--- src/rtl/shl_fill_pkg.sv ---
package shl_fill_pkg;

  // Distance of cascade stage idx (0 = first) for a shift field of amt_w bits.
  function automatic int stage_dist(input int idx, input int amt_w);
    return 1 << (amt_w - 1 - idx);
  endfunction

  // Bit of the shift amount that selects stage idx.
  function automatic int stage_sel_bit(input int idx, input int amt_w);
    return amt_w - 1 - idx;
  endfunction

endpackage

--- src/rtl/shl_fill_stage.sv ---
module shl_fill_stage #(
  parameter int DATA_W = 32,
  parameter int DIST   = 16
) (
  input  logic [DATA_W-1:0] din_i,
  input  logic              en_i,
  input  logic              fill_i,
  output logic [DATA_W-1:0] dout_o
);

  logic [DATA_W-1:0] moved;

  // Pure rewiring: upper bits take lower input bits, low DIST bits take fill.
  assign moved  = {din_i[DATA_W-1-DIST:0], {DIST{fill_i}}};
  assign dout_o = en_i ? moved : din_i;

endmodule

--- src/rtl/shl_fill_cascade.sv ---
module shl_fill_cascade
  import shl_fill_pkg::*;
#(
  parameter int DATA_W  = 32,
  parameter int SHAMT_W = $clog2(DATA_W)
) (
  input  logic [DATA_W-1:0]  data_i,
  input  logic [SHAMT_W-1:0] shamt_i,
  input  logic               fill_i,
  output logic [DATA_W-1:0]  result_o
);

  logic [DATA_W-1:0] link [SHAMT_W+1];

  assign link[0] = data_i;

  for (genvar g = 0; g < SHAMT_W; g++) begin : g_stage
    localparam int Dist = stage_dist(g, SHAMT_W);
    localparam int Sel  = stage_sel_bit(g, SHAMT_W);
    shl_fill_stage #(
      .DATA_W (DATA_W),
      .DIST   (Dist)
    ) stage_i (
      .din_i  (link[g]),
      .en_i   (shamt_i[Sel]),
      .fill_i (fill_i),
      .dout_o (link[g+1])
    );
  end

  assign result_o = link[SHAMT_W];

endmodule

--- src/rtl/shl_fill.sv ---
module shl_fill #(
  parameter int DATA_W  = 32,
  parameter int SHAMT_W = $clog2(DATA_W)
) (
  input  logic [DATA_W-1:0]  data_i,
  input  logic [SHAMT_W-1:0] shamt_i,
  input  logic               fill_i,
  output logic [DATA_W-1:0]  result_o
);

  // Full coverage of shift amounts needs a power-of-two width.
  initial begin
    if ((1 << SHAMT_W) != DATA_W)
      $error("shl_fill: DATA_W must be a power of two");
  end

  shl_fill_cascade #(
    .DATA_W  (DATA_W),
    .SHAMT_W (SHAMT_W)
  ) cascade_i (
    .data_i   (data_i),
    .shamt_i  (shamt_i),
    .fill_i   (fill_i),
    .result_o (result_o)
  );

endmodule

--- config.mk ---
export PLATFORM = sky130hd
export DESIGN_NAME = shl_fill
export DESIGN_NICKNAME = d
export VERILOG_FILES = /design/src/rtl/shl_fill_pkg.sv /design/src/rtl/shl_fill_stage.sv /design/src/rtl/shl_fill_cascade.sv /design/src/rtl/shl_fill.sv
export SDC_FILE = /design/constraint.sdc
export NUM_CORES = 1
export LEC_CHECK = 0
export CAP_MARGIN = 20
export CELL_PAD_IN_SITES_DETAIL_PLACEMENT = 0
export CELL_PAD_IN_SITES_GLOBAL_PLACEMENT = 2
export CORE_MARGIN = 2
export CORE_UTILIZATION = 39
export DETAILED_ROUTE_END_ITERATION = 12
export GPL_TIMING_DRIVEN = 1
export PLACE_DENSITY = 0.95
export SLEW_MARGIN = 20
export SYNTH_ARGS = -nofsm -noshare
export SYNTH_HDL_FRONTEND = slang
export SYNTH_HIERARCHICAL = 1
export SYNTH_SLANG_ARGS = --single-unit
--- constraint.sdc ---
create_clock -name vclk -period 13.11
set_clock_uncertainty 0.15 [all_clocks]
set_input_delay 3.933 -clock vclk [all_inputs]
set_output_delay 3.933 -clock vclk [all_outputs]
set_load 0.005 [all_outputs]
# Word-level counts from Yosys, hierarchy flattened
# Index checks and enable logic that the tools add are counted.
[word_totals]
regBits = 0
elab_cells = 5
[classes]
mux = 5
[op_table]
columns = ["op", "count"]
rows = [
  ["2-to-1 mux 32 bit", 5],
]

# Logic depth before layout (Yosys ltp)
# Gate-level depths: netlist of the first run.
[depth]
ltp_word = 5
depth_mapped = 7
mapped_depth_nobuf = 5

# Hierarchy
# Netlist of the first run, hierarchy kept.
[by_module_without_submodules]
columns = ["mod", "n_inst", "cells_per_inst", "area_each_um2", "seq_area_each_um2"]
rows = [
  ["shl_fill_stage (cascade_i.g_stage[1].stage_i ...)", 4, 36, 544.3, 0.0],
  ["shl_fill_stage (cascade_i.g_stage[0].stage_i)", 1, 37, 549.3, 0.0],
]

# Least setup slack after synthesis of the first run
# Ideal clock, no wire load.
[synth_timing]
path_kind = "input -> output"
from = "input shamt_i[4]"
to = "output result_o[0]"
arrival_ns = 5.560
t_required_ns = 9.027
path_slack_ns = 3.467
path_stages = 7
path_cell_list = "buf_6 buf_12 mux2_4 mux2_4 mux2_4 mux2_4 mux2_4"
[synth_rtl]
columns = ["item", "line_no", "source"]
rows = [
  ["from (decl)", "shl_fill.sv:6", "input logic [SHAMT_W-1:0] shamt_i,"],
  ["to (decl)", "shl_fill.sv:8", "output logic [DATA_W-1:0] result_o"],
]

==> flow_metrics.py, run 1 <==
metrics = {
    "timing": {
        "slew_headroom_pct": 36.4,
        "slew_viol_final": 0,
        "finalCriticalPeriod_ns": 10.68,
        "fmax_mhz": 93.6,
        "hold_viol": 0,
        "rsz0062_at_grt": "no",
        "worstMarginPinSlew_ns": 0.954,
        "hold_ws_ns": 8.76,
        "final.period_utilization_pct": 81.5,
        "setup_tns_ns": 0,
        "setup-violations-final": 0,
    },
    "cells_and_area": {
        "seq_cell_count": 0,
        "seq_area_um2": 0,
        "final_area_mm2": 0.00316,
        "layout.nets": 270,
        "drive_gt1_share_pct": 72.2,
        "nFillCells": 640,
        "n_clock_buffer": 0,
        "diodes": 0,
        "area_growth_syn_to_layout_pct": 15.7,
    },
    "critical_path": {
        "critical_path_class": "input port to output pin",
        "worst_ep_arrival_time_ns": 6.60,
        "cp.required_ns": 9.03,
        "cp_max_fo": 32,
        "cp_common_cell": "mux2_2",
        "cp_slowest_cell": "buf_2",
        "cp-start-kind": "input port",
        "cp_slowest_stage_delay_ns": 0.71,
        "crit_chain": "buf_2 > mux2_2 > mux2_2 > mux2_2 > mux2_2 > mux2_2 > clkdlybuf4s50_1",
        "crit_path_end_kind": "output pin",
    },
    "cts": {
        "cts_resized": 0,
        "cts_hold_buffers": 0,
        "post_cts.repair.setup_buffers": 0,
    },
    "yosys": {
        "yosysMostFrequentCell": "mux2_4",
        "synthTopCellsByArea": "mux2_4 83%, buf_12 11%, mux2_2 4.1%",
        "yosys.area_share.simple_pct": 0,
        "synth_top_area_share_pct": 82.6,
        "synthCells": 181,
        "synth_compound_area_share_pct": 0,
        "avgSynthCellArea_um2": 15.1,
        "synthTopCellsByCount": "150 x mux2_4, 15 x buf_12, 10 x mux2_2",
        "syn_nets": 219,
        "synth_cell_types": 5,
        "synth_area_mm2": 0.00273,
        "yosysTopAreaCell": "mux2_4",
        "yosysSeqAreaShare_pct": 0,
        "synth_top_family_by_area": "multiplexers",
        "yosys_warnings": 6,
        "muxShareOfSynthArea_pct": 86.7,
        "synthAdderAreaFrac_pct": 0,
        "synth-xor-area-share_pct": 0,
    },
    "placement": {
        "port_buffers": 70,
        "hpwl_um": 4000,
        "gp_congestion": 0.772,
        "dpl_cell_area_mm2": 0.00316,
    },
    "pwr": {
        "p_leak_nw": 1.54,
        "power.density_mw_per_mm2": 54.9,
        "ir_drop_uv": 23.0,
    },
    "global_route": {
        "antenna_found_initial": 0,
        "grt_pass1_wl_um": 7100,
        "grt_pass1_vias": 1506,
        "grt_start_max_net_pins": 33,
        "gr-total-overflow": 0,
        "grt.total_usage_pct": 11.1,
    },
    "hold_path": {
        "min_path_cells": 3,
        "min_from": "fill_i",
        "hold_end": "result_o[0]",
        "min_path_type": "input port to output pin",
    },
    "route": {
        "drt_iter0_markers": 35,
        "wl_per_cell_um": 14.2,
        "first_pass_iters": 2,
        "vias": 1549,
        "wl_um": 4620,
        "drc": 0,
        "antenna_left": 0,
        "vias_per_cell": 4.75,
    },
    "run_status": {
        "status": "finished, final reports clean",
    },
    "die": {
        "rows": 30,
        "start_util_pct": 40.1,
        "fp.dieW_um": 87.6,
        "die_h_um": 87.6,
        "die-area_mm2": 0.00768,
        "core_area_mm2": 0.00679,
        "ios": 70,
    },
    "flow_run": {
        "drv_cap": 0,
    },
}
==> report_power, final <==
part	switching [W]	total, W	internal [W]
Combinational	0.0000518	0.000173	0.000122
Clock	0	0	0
Sequential	0	0	0
==> cell type report <==
class	instances	area, um2	share of cell area (%)
Multi-Input combinational cell	160	2360	74.9
Timing Repair Buffer	70	671	21.3
Tap cell	96	120	3.81
==> kinds of logic after synthesis <==
| logic type | Yosys count |
|---|---|
| buffers and inverters | 21 |
| muxes | 160 |
==> worst max-delay path, delay by kind of cell <==
family                 cells  cell delay, ns
muxes                      5            1.51
buffers and inverters      2            1.15
==> metrics by stage <==
step                utilization (%)  setup slack, ns  power [W]  instances
CTS                            46.5             2.03   0.000177        326
floorplan                         -             3.47   0.000129        181
finish                         46.4             2.43   0.000173        326
detailed placement             46.5             2.03   0.000177        326
global placement               46.5             2.09   0.000175        326
global route                   46.4             2.30   0.000185        326
==> cells in the final DEF, fill, tap and decap left out, drive strengths merged <==
| master | count |
|---|---|
| mux2 | 160 |
| clkdlybuf4s50 | 64 |
| buf | 6 |
==> worst max path at each step <==
stage / startpoint / to / cells after the start
floorplan: shamt_i[4] / result_o[0] / 7
global placement: fill_i / result_o[8] / 7
detailed placement: fill_i / result_o[15] / 7
CTS: fill_i / result_o[15] / 7
global route: shamt_i[4] / result_o[29] / 7
finish: shamt_i[4] / result_o[29] / 7
==> routing by layer <==
| metal | track usage (%) | wire length [um] | vias up |
|---|---|---|---|
| li1 | - | - | 780 |
| met1 | 15.2 | 2230 | 725 |
| met2 | 20.5 | 2220 | 44 |
| met3 | 0.189 | 173 | 0 |
| met4 | 0 | 0 | 0 |
| met5 | 0 | 0 | - |
(Power assumes the default switching activity.)
==> run 2, diff against run 1 <==
--- a/config.mk
+++ b/config.mk
@@ -9,10 +9,10 @@
 export CELL_PAD_IN_SITES_DETAIL_PLACEMENT = 0
 export CELL_PAD_IN_SITES_GLOBAL_PLACEMENT = 2
 export CORE_MARGIN = 2
-export CORE_UTILIZATION = 39
+export CORE_UTILIZATION = 36
 export DETAILED_ROUTE_END_ITERATION = 12
 export GPL_TIMING_DRIVEN = 1
-export PLACE_DENSITY = 0.95
+export PLACE_DENSITY = 0.89
 export SLEW_MARGIN = 20
 export SYNTH_ARGS = -nofsm -noshare
 export SYNTH_HDL_FRONTEND = slang
==> constraint.sdc (replaced) <==
create_clock -name vclk -period 11
set_clock_uncertainty 0.15 [all_clocks]
set_input_delay 3.3 -clock vclk [all_inputs]
set_output_delay 3.3 -clock vclk [all_outputs]
set_load 0.005 [all_outputs]
==> run 2 against run 1 <==
Effect of this change:
- global-route usage shrank 0.78 points
- via count shrank 2.0%
- largest power group unchanged
- critical endpoint is now result_o[12]
- die area grew 7.9%
==> flow_metrics.py, run 2 (same netlist as run 1, synthesis figures left out) <==
metrics = {
    "die": {
        "die_h_um": 91.0,
        "rows": 31,
        "start_util_pct": 37.4,
        "ios": 70,
        "core_area_mm2": 0.00729,
        "die-area_mm2": 0.00829,
        "fp.dieW_um": 91.0,
    },
    "timing": {
        "worstMarginPinSlew_ns": 1.01,
        "hold_viol": 0,
        "fmax_mhz": 102,
        "setup-violations-final": 0,
        "setup_tns_ns": 0,
        "finalCriticalPeriod_ns": 9.77,
        "slew_viol_final": 0,
        "rsz0062_at_grt": "no",
        "slew_headroom_pct": 32.2,
        "final.period_utilization_pct": 88.8,
    },
    "route": {
        "wl_um": 4660,
        "antenna_left": 0,
        "drt_iter0_markers": 43,
        "vias_per_cell": 4.61,
        "drc": 0,
        "wl_per_cell_um": 14.2,
        "first_pass_iters": 4,
        "vias": 1518,
    },
    "cells_and_area": {
        "area_growth_syn_to_layout_pct": 16.1,
        "multiInputGateArea_mm2": 0.00236,
        "seq_cell_count": 0,
        "n_clock_buffer": 0,
        "diodes": 0,
        "layout.nets": 270,
        "seq_area_um2": 0,
        "nFillCells": 712,
        "final_cell_mix": "150 x mux2_4, 65 x clkdlybuf4s50_1, 10 x mux2_2",
        "layout_commonest_cell": "mux2_4",
        "drive_gt1_share_pct": 71.7,
    },
    "critical_path": {
        "cp-start-kind": "input port",
        "cp.required_ns": 7.55,
        "worst_ep_arrival_time_ns": 6.32,
        "critical_path_class": "input port to output pin",
        "crit_path_end_kind": "output pin",
        "cp_max_fo": 31,
    },
    "placement": {
        "hpwl_um": 4050,
        "gp_congestion": 0.740,
        "port_buffers": 70,
    },
    "global_route": {
        "grt_pass1_wl_um": 7510,
        "gr-total-overflow": 0,
        "grt.busiest_layer": "met2",
        "use_met1_pct": 14.9,
        "grt_pass1_vias": 1557,
        "antenna_found_initial": 0,
        "grt_start_max_net_pins": 33,
        "grt.total_usage_pct": 10.3,
        "met2_usage_pct": 17.5,
        "met3_usage_pct": 0.913,
    },
    "pwr": {
        "ir_drop_uv": 24.5,
        "p_leak_nw": 1.54,
        "power.density_mw_per_mm2": 65.3,
        "power_w": 0.000207,
    },
    "cts": {
        "cts_resized": 0,
        "post_cts.repair.setup_buffers": 0,
        "cts_hold_buffers": 0,
    },
    "hold_path": {
        "min_from": "shamt_i[0]",
        "min_path_type": "input port to output pin",
        "hold_end": "result_o[30]",
        "min_path_cells": 3,
    },
    "flow_run": {
        "drv_cap": 0,
    },
    "run_status": {
        "status": "finished, final reports clean",
    },
}
## run 2: changes by cell type in the layout (fill, tap and decap cells not counted), sizes merged
cell	previous run	this run
buf	6	5
clkdlybuf4s50	64	65
## run 2: worst max-delay path by stage
stage | from | endpoint | slack, ns
detailed placement | fill_i | result_o[12] | 1.22
global route | fill_i | result_o[12] | 1.08
finish | fill_i | result_o[12] | 1.23
global placement | fill_i | result_o[11] | 1.26
floorplan | shamt_i[4] | result_o[0] | 2.62
CTS | fill_i | result_o[12] | 1.23
## run 2: cell type report
cell class,count,share of cell area (%)
multi-input cells,160,74.7
well taps,99,3.91
repair buffers,70,21.4
## run 2: worst max-delay path, stage by stage
cell             delay, ns
clkdlybuf4s50_1       0.92
mux2_4                0.52
mux2_4                0.29
mux2_4                0.28
mux2_4                0.28
mux2_4                0.26
clkdlybuf4s50_1       0.46
## run 2: metal layers
layer | up-vias | part of all wire, % | wire (um)
li1 | 780 | - | -
met1 | 695 | 50 | 2320
met2 | 43 | 46 | 2130
met3 | 0 | 4.6 | 215
met4 | 0 | 0 | 0
met5 | - | 0 | 0
## run 2: where the power goes
group          switching [W]  leakage (nW)  total [W]  internal, W
clock network              0             0          0            0
registers                  0             0          0            0
logic              0.0000614          1.54   0.000207     0.000145
total              0.0000614          1.54   0.000207     0.000145
## run 2: per-stage QoR
stage               utilization [%]  cells  setup slack, ns  instance area [um2]  hold WS (ns)
finish                         43.4    329             1.23                 3160          7.63
global route                   43.4    329             1.08                 3160          7.68
CTS                            43.4    329             1.23                 3160          7.65
detailed placement             43.4    329             1.22                 3160          7.65
global placement               43.4    329             1.26                 3160          7.64
floorplan                         -    181             2.62                 2730          6.57
==> run 3, diff against run 2 <==
--- a/config.mk
+++ b/config.mk
@@ -5,7 +5,6 @@
 export SDC_FILE = /design/constraint.sdc
 export NUM_CORES = 1
 export LEC_CHECK = 0
-export CAP_MARGIN = 20
 export CELL_PAD_IN_SITES_DETAIL_PLACEMENT = 0
 export CELL_PAD_IN_SITES_GLOBAL_PLACEMENT = 2
 export CORE_MARGIN = 2
==> results of run 3 <==
Same layout as run 2: the final DEF is identical, and so are final timing and power.
